File: src/rtl/ow_pkg.sv
package ow_pkg;

    typedef enum logic [1:0] {
        OP_WBIT  = 2'd0,
        OP_RBIT  = 2'd1,
        OP_WBYTE = 2'd2,
        OP_RBYTE = 2'd3
    } ow_op_e;

    typedef enum logic [1:0] {
        SLOT_W0 = 2'd0,
        SLOT_W1 = 2'd1,
        SLOT_RD = 2'd2
    } slot_kind_e;

    typedef struct packed {
        logic       start;
        slot_kind_e kind;
    } slot_cmd_t;

    function automatic int unsigned us_to_ticks(int unsigned us, int unsigned tpu);
        return us * tpu;
    endfunction

    function automatic logic op_is_read(ow_op_e op);
        return (op == OP_RBIT) || (op == OP_RBYTE);
    endfunction

    function automatic logic op_is_byte(ow_op_e op);
        return (op == OP_WBYTE) || (op == OP_RBYTE);
    endfunction

endpackage

File: src/rtl/ow_sync.sv
module ow_sync #(
    parameter int unsigned STAGES = 2
) (
    input  logic clk,
    input  logic rst,
    input  logic din,
    output logic dout
);
    logic [STAGES-1:0] chain;

    generate
        if (STAGES == 1) begin : g_one
            always_ff @(posedge clk) begin
                if (rst) chain <= 1'b1;
                else     chain <= din;
            end
        end else begin : g_many
            always_ff @(posedge clk) begin
                if (rst) chain <= '1;
                else     chain <= {chain[STAGES-2:0], din};
            end
        end
    endgenerate

    assign dout = chain[STAGES-1];
endmodule

File: src/rtl/ow_slot_gen.sv
module ow_slot_gen
    import ow_pkg::*;
#(
    parameter int unsigned CNT_W    = 9,
    parameter int unsigned LOW1_T   = 8,
    parameter int unsigned LOW0_T   = 260,
    parameter int unsigned SAMPLE_T = 52,
    parameter int unsigned SLOT_T   = 280
) (
    input  logic      clk,
    input  logic      rst,
    input  slot_cmd_t cmd,
    input  logic      line_sync,
    output logic      busy,
    output logic      done,
    output logic      rd_bit,
    output logic      pull_low
);
    localparam logic [CNT_W-1:0] LAST_C   = CNT_W'(SLOT_T - 1);
    localparam logic [CNT_W-1:0] SAMPLE_C = CNT_W'(SAMPLE_T);
    localparam logic [CNT_W-1:0] LOW1_C   = CNT_W'(LOW1_T);
    localparam logic [CNT_W-1:0] LOW0_C   = CNT_W'(LOW0_T);

    logic [CNT_W-1:0] cnt;
    slot_kind_e       kind_q;
    logic [CNT_W-1:0] low_len;

    always_ff @(posedge clk) begin
        if (rst) begin
            busy   <= 1'b0;
            cnt    <= '0;
            kind_q <= SLOT_W1;
            rd_bit <= 1'b1;
        end else if (!busy) begin
            if (cmd.start) begin
                busy   <= 1'b1;
                cnt    <= '0;
                kind_q <= cmd.kind;
            end
        end else begin
            if (cnt == LAST_C) busy <= 1'b0;
            else               cnt  <= cnt + 1'b1;
            if (kind_q == SLOT_RD && cnt == SAMPLE_C) rd_bit <= line_sync;
        end
    end

    always_comb begin
        low_len  = (kind_q == SLOT_W0) ? LOW0_C : LOW1_C;
        pull_low = busy && (cnt < low_len);
        done     = busy && (cnt == LAST_C);
    end
endmodule

File: src/rtl/ow_byte_ctl.sv
module ow_byte_ctl
    import ow_pkg::*;
(
    input  logic       clk,
    input  logic       rst,
    input  logic       req_valid,
    output logic       req_ready,
    input  logic [1:0] req_op,
    input  logic [7:0] req_data,
    input  logic       slot_busy,
    input  logic       slot_done,
    input  logic       slot_bit,
    output slot_cmd_t  cmd,
    output logic       rsp_valid,
    output logic [7:0] rsp_data
);
    ow_op_e     op;
    logic       active, rd_mode, byte_mode;
    logic [7:0] txsh, rxsh;
    logic [3:0] left;

    assign op        = ow_op_e'(req_op);
    assign req_ready = !active;

    always_comb begin
        cmd.start = active && !slot_busy;
        cmd.kind  = rd_mode ? SLOT_RD : (txsh[0] ? SLOT_W1 : SLOT_W0);
    end

    always_ff @(posedge clk) begin
        if (rst) begin
            active    <= 1'b0;
            rd_mode   <= 1'b0;
            byte_mode <= 1'b0;
            txsh      <= '0;
            rxsh      <= '0;
            left      <= '0;
            rsp_valid <= 1'b0;
            rsp_data  <= '0;
        end else begin
            rsp_valid <= 1'b0;
            if (req_valid && !active) begin
                active    <= 1'b1;
                rd_mode   <= op_is_read(op);
                byte_mode <= op_is_byte(op);
                txsh      <= req_data;
                rxsh      <= '0;
                left      <= op_is_byte(op) ? 4'd8 : 4'd1;
            end else if (active && slot_done) begin
                txsh <= txsh >> 1;
                rxsh <= {slot_bit, rxsh[7:1]};
                left <= left - 1'b1;
                if (left == 4'd1) begin
                    active    <= 1'b0;
                    rsp_valid <= 1'b1;
                    if (!rd_mode)       rsp_data <= '0;
                    else if (byte_mode) rsp_data <= {slot_bit, rxsh[7:1]};
                    else                rsp_data <= {7'd0, slot_bit};
                end
            end
        end
    end
endmodule

File: src/rtl/ow_master.sv
module ow_master
    import ow_pkg::*;
#(
    parameter int unsigned TICKS_PER_US = 50,
    parameter int unsigned SHORT_LOW_US = 2,
    parameter int unsigned SAMPLE_US    = 13,
    parameter int unsigned ZERO_LOW_US  = 65,
    parameter int unsigned SLOT_US      = 70,
    parameter int unsigned SYNC_STAGES  = 2
) (
    input  logic       clk,
    input  logic       rst,
    input  logic       req_valid,
    output logic       req_ready,
    input  logic [1:0] req_op,
    input  logic [7:0] req_data,
    output logic       rsp_valid,
    output logic [7:0] rsp_data,
    output logic       bus_pull_low,
    input  logic       bus_in
);
    localparam int unsigned LOW1_T   = us_to_ticks(SHORT_LOW_US, TICKS_PER_US);
    localparam int unsigned SAMPLE_T = us_to_ticks(SAMPLE_US, TICKS_PER_US);
    localparam int unsigned LOW0_T   = us_to_ticks(ZERO_LOW_US, TICKS_PER_US);
    localparam int unsigned SLOT_T   = us_to_ticks(SLOT_US, TICKS_PER_US);
    localparam int unsigned CNT_W    = $clog2(SLOT_T + 1);

    logic      line_sync, slot_busy, slot_done, slot_bit;
    slot_cmd_t cmd;

    ow_sync #(.STAGES(SYNC_STAGES)) u_sync (
        .clk (clk),
        .rst (rst),
        .din (bus_in),
        .dout(line_sync)
    );

    ow_byte_ctl u_ctl (
        .clk      (clk),
        .rst      (rst),
        .req_valid(req_valid),
        .req_ready(req_ready),
        .req_op   (req_op),
        .req_data (req_data),
        .slot_busy(slot_busy),
        .slot_done(slot_done),
        .slot_bit (slot_bit),
        .cmd      (cmd),
        .rsp_valid(rsp_valid),
        .rsp_data (rsp_data)
    );

    ow_slot_gen #(
        .CNT_W   (CNT_W),
        .LOW1_T  (LOW1_T),
        .LOW0_T  (LOW0_T),
        .SAMPLE_T(SAMPLE_T),
        .SLOT_T  (SLOT_T)
    ) u_slot (
        .clk      (clk),
        .rst      (rst),
        .cmd      (cmd),
        .line_sync(line_sync),
        .busy     (slot_busy),
        .done     (slot_done),
        .rd_bit   (slot_bit),
        .pull_low (bus_pull_low)
    );
endmodule

File: config.mk
export PLATFORM = sky130hd
export DESIGN_NAME = ow_master
export DESIGN_NICKNAME = d
export VERILOG_FILES = /design/src/rtl/ow_pkg.sv /design/src/rtl/ow_sync.sv /design/src/rtl/ow_slot_gen.sv /design/src/rtl/ow_byte_ctl.sv /design/src/rtl/ow_master.sv
export SDC_FILE = /design/constraint.sdc
export NUM_CORES = 1
export LEC_CHECK = 0
export BUFFER_PORTS_ARGS = -buffer_cell sky130_fd_sc_hd__buf_4
export CAP_MARGIN = 20
export CORE_ASPECT_RATIO = 1.25
export CORE_MARGIN = 2
export CORE_UTILIZATION = 62
export DETAILED_ROUTE_END_ITERATION = 10
export HOLD_SLACK_MARGIN = 0.06
export PLACE_DENSITY_LB_ADDON = 0.1
export SLEW_MARGIN = 20
export SYNTH_ARGS = -nofsm -noshare
export SYNTH_HDL_FRONTEND = slang
export SYNTH_SLANG_ARGS = --single-unit
export TNS_END_PERCENT = 30
File: constraint.sdc
create_clock -name clk -period 3.4 [get_ports clk]
set_input_delay 0.17 -clock clk [delete_from_list [all_inputs] [get_ports clk]]
set_output_delay 0.17 -clock clk [all_outputs]
set_load 0.01 [all_outputs]
==> metrics list <==
- Status: completed
* Share of total power in combinational logic: between 8 and 9%
- The synthesized netlist devotes 17.1% of its cell area to compound gates.
* Share of power burned in registers: between 50 and 60%
* Mean routed wirelength per cell: 15.7 µm
- Part of the cycle the worst path needs: between 70% and 80%
- On the final layout, the worst clock skew is 0.00725 ns.
- Number of sinks handled by clock tree synthesis: a little under 50
- Cell internal power dissipation: ~770 µW
- For this configuration, the core starts out at a cell density of between 60% and 70%.
- Wire length of the first global-routing pass: 9.07 mm
- Setup violations remaining at the end of the flow were counted as 0.
- Share of synthesized area spent on multiplexers: around 4.6%
* Iteration-0 DRC count of the detailed router: 171
- The detail route stage leaves a number of antenna-violating nets equal to 0.
* Total number of yosys warnings: 0
- CTS max path bufs: 2
- Synthesized cell area: about 2400 µm²
- Maximum operating frequency: 382 MHz
- The number of hold violations in the final report was 0.
- The number of antenna diodes in the final layout is 0.
* Overall power consumption: 1.04 mW
- In this run, the clock network consumes between 30 and 40% of the power.
* # Max-Cap Violations: 0
- By area, the combinational part of the netlist is dominated by simple AND/OR/NAND/NOR gates.
- Sequential-to-total area share from yosys stat: between 40% and 50%
- Clock edge transition at the registers on the reported setup and hold paths: roughly 0.090 ns
* Global-route congestion overflow total: 0
- # fillers: 309
* Slack of the critical path: around 0.78 ns
- Final count of pins violating max slew: 0
- The congestion estimate from routability-driven global placement came to between 0.8 and 0.9.
* Startpoint kind of the worst setup timing path: flop
- After routing, the total negative slack on setup checks comes to 0 ns.
* # port buffers: 24
* Via count: 2197
* Initial antenna violation count: 0
- Height of the chip: about 74 µm
- Sorting the synthesized cells by area gives the leading types as sky130_fd_sc_hd__dfxtp_1 (40%), sky130_fd_sc_hd__ha_1 (4.1%), sky130_fd_sc_hd__mux2i_1 (4.1%).
- 25 I/O pins were placed.
- Sw frac: 26.0%
- Cell taking the most area after synthesis: sky130_fd_sc_hd__dfxtp_1
- Type of the setup path with the least slack: reg2out
- VDD IR max: 340 µV
- Fraction of layout cells with a size suffix above 1: between 10% and 20%
- The via count of the first global-routing pass came to roughly 2000.
- Clock period minus worst slack: about 2.6 ns
* Prevailing post-synth register cell: sky130_fd_sc_hd__dfxtp_1
- Counting tap cells, the placed design contains a total of ~350 instances.
- Die area: 4430 µm²
- Synthesized net count: approximately 310
- Each instance of the synthesized netlist takes up on average about 8.5 µm².
- In this run, synthesis produced a sequential element count of 49.
- Worst Max-Slew Pin Slew: approximately 0.75 ns
- The area growth from synthesis to layout is 12.2%.
- Net Switching: 272 µW
- Post-cts gate resize count: 0
- Post-Synth Adder-Cell Area: between 4 and 5%
- Number of iterations in the first detailed-routing pass: 8
* Final wirelength: roughly 5.6 mm
- Number of synthesized flops with an enable pin: 0
* Synthesized-area fraction occupied by and/or/nand/nor cells: between 20% and 30%
* Total setup buffers inserted after CTS: 0
* HPWL after DPL: 3.72 mm
- Placement row count: 25
- For this run, the total global-route usage over all layers was measured as 26.6%.
- Hold WC Path Type: in2reg
- Die Wd: approximately 60 µm
- Static leakage: about 0.97 nW
- Setup repair after global routing missed its margin: no
- After the flow finishes, the layout carries non-filler instances totaling 356.
* Share of the synthesized netlist area taken by xor and xnor gates: ~2.2%
- Along the worst hold path, the cell count comes to 3.
- The worst register-to-register path has a depth of 5.
* FF-to-FF setup slack: 1.04 ns
- In this run the number of H-tree levels came out at 2.
* CTS tree: done
* Residual DRC: 0
- Using the TritonRoute via totals, the vias-per-cell ratio works out to between 6 and 7.
- Cell count after synthesis: 285
- CTS buffer count: 5
* Worst EP required: ~3.2 ns
- Final Core Density: roughly 70%
* Kind of end point of the critical path: output pin
- Async set-or-reset flop fraction in the synthesized netlist: 0%
* Post-Place Worst Slack: 1.11 ns
* Root cell of the clock tree: sky130_fd_sc_hd__clkbuf_8
- Headroom to the max-slew limit came out at 49.7%.
- Power per unit of standard cell area: roughly 380 nW/µm²
- The netlist uses between 40 and 50 different library cells.
* Largest net degree at the start of global routing: 44
- After floorplanning, the core was sized to cover roughly 3800 µm².
* Clock latency of the later-clocked register in the worst-skew pair: roughly 0.31 ns
- Number of nets in the final layout: about 320
- Of the post-synthesis cell area, the dominant cell type holds roughly 40%.
- Worst path arrival time: 2.45 ns
- Along the worst path, the maximum fanout reaches 6.
-- critical path: stages, from the launching register on --
cell	delay, ns
sky130_fd_sc_hd__dfxtp_1	0.34
sky130_fd_sc_hd__or2_2	0.35
sky130_fd_sc_hd__inv_1	0.10
sky130_fd_sc_hd__ha_1	0.24
sky130_fd_sc_hd__a211o_1	0.30
sky130_fd_sc_hd__nand4b_1	0.09
sky130_fd_sc_hd__a211oi_1	0.06
sky130_fd_sc_hd__a2111oi_0	0.45
sky130_fd_sc_hd__buf_4	0.20
-- placed cells by master (no fill, tap or decap), drive strengths merged, types with 7 or more instances in the layout --
cell type	instances
dfxtp	49
nand4b	9
nand2b	11
nand2	19
buf	27
ha	8
nor2	19
o21ai	17
nor4	7
a311oi	7
nand3	20
inv	12
mux2i	10
a21oi	18
-- worst paths after layout --
kind / startpoint / to
min: req_data[7] / u_ctl.txsh[7]
min reg2reg: u_sync.chain[0] / u_sync.chain[1]
max reg2reg: u_slot.cnt[1] / u_ctl.left[3]
max: u_slot.kind_q[1] / bus_pull_low
-- logic make-up (layout without fill, tap and decap cells) --
group | Yosys count | after routing
multiplexers | 11 | 11
XOR/XNOR | 6 | 6
AO/OA/AOI/OAI | 65 | 65
buffers and inverters | 30 | 47
AND/OR/NAND/NOR | 116 | 116
adder cells (fa/ha/maj) | 8 | 8
flip-flops | 49 | 49
-- what timing repair did --
item,CTS,global route
hold buffers,1,0
setup endpoints to repair,0,0
endpoints found under the hold margin,1,0
-- power by group through the flow --
stage / Clock, mW / Combinational (mW) / Sequential (mW)
floorplan: 0 / 0.0602 / 0.609
global placement: 0 / 0.0810 / 0.617
detailed placement: 0 / 0.0822 / 0.618
CTS: 0.359 / 0.0842 / 0.605
global route: 0.382 / 0.0937 / 0.608
finish: 0.355 / 0.0846 / 0.605
-- through the flow --
step,hold WS [ns],instance area (µm²)
floorplan,0.274,2430
global placement,0.357,2620
detailed placement,0.363,2620
CTS,0.101,2720
global route,0.113,2720
finish,0.107,2720
-- sequential cells by signal, indices dropped and copies added (netlist names), 2 cells and up --
signal,count
u_slot.cnt,12
u_slot.kind_q,2
u_ctl.left,4
u_ctl.rxsh,7
u_sync.chain,2
u_ctl.rsp_data,8
u_ctl.txsh,8
-- routing by layer --
layer	global-route usage (%)	vias to the layer above	share of wire, %
met1	35.8	1025	43
met2	42.1	88	49
met4	10.9	0	2.7
met3	4.70	19	5.2
met5	0	-	0
li1	-	1065	-
-- synth_stat cells, drive strengths merged (2+ instances only) --
cell type,count
nand2,19
or2,5
nor2b,2
or3,4
inv,11
o21ai,17
a311oi,7
nor4,7
o211ai,4
a31oi,2
ha,8
dfxtp,49
nand4,6
mux2i,10
or3b,2
xnor2,5
a211oi,2
buf,2
a21oi,18
nand3b,2
nand4b,9
o31ai,2
or4,2
nor2,19
nor3,6
nand2b,11
o21a,2
a31o,2
a211o,2
nand3,20
clkbuf,17
-- cell type report --
type                            count  area [µm²]  share of cell area [%]
Timing Repair Buffer               28         213                    7.81
Inverter                           11        41.3                    1.52
Sequential cell                    49         981                    36.0
Clock buffer                        5        68.8                    2.53
Tap cell                           54        67.6                    2.48
Clock inverter                      3        21.3                   0.781
Multi-Input combinational cell    206        1330                    48.9
Note: power is estimated with default switching activity, not from simulation.
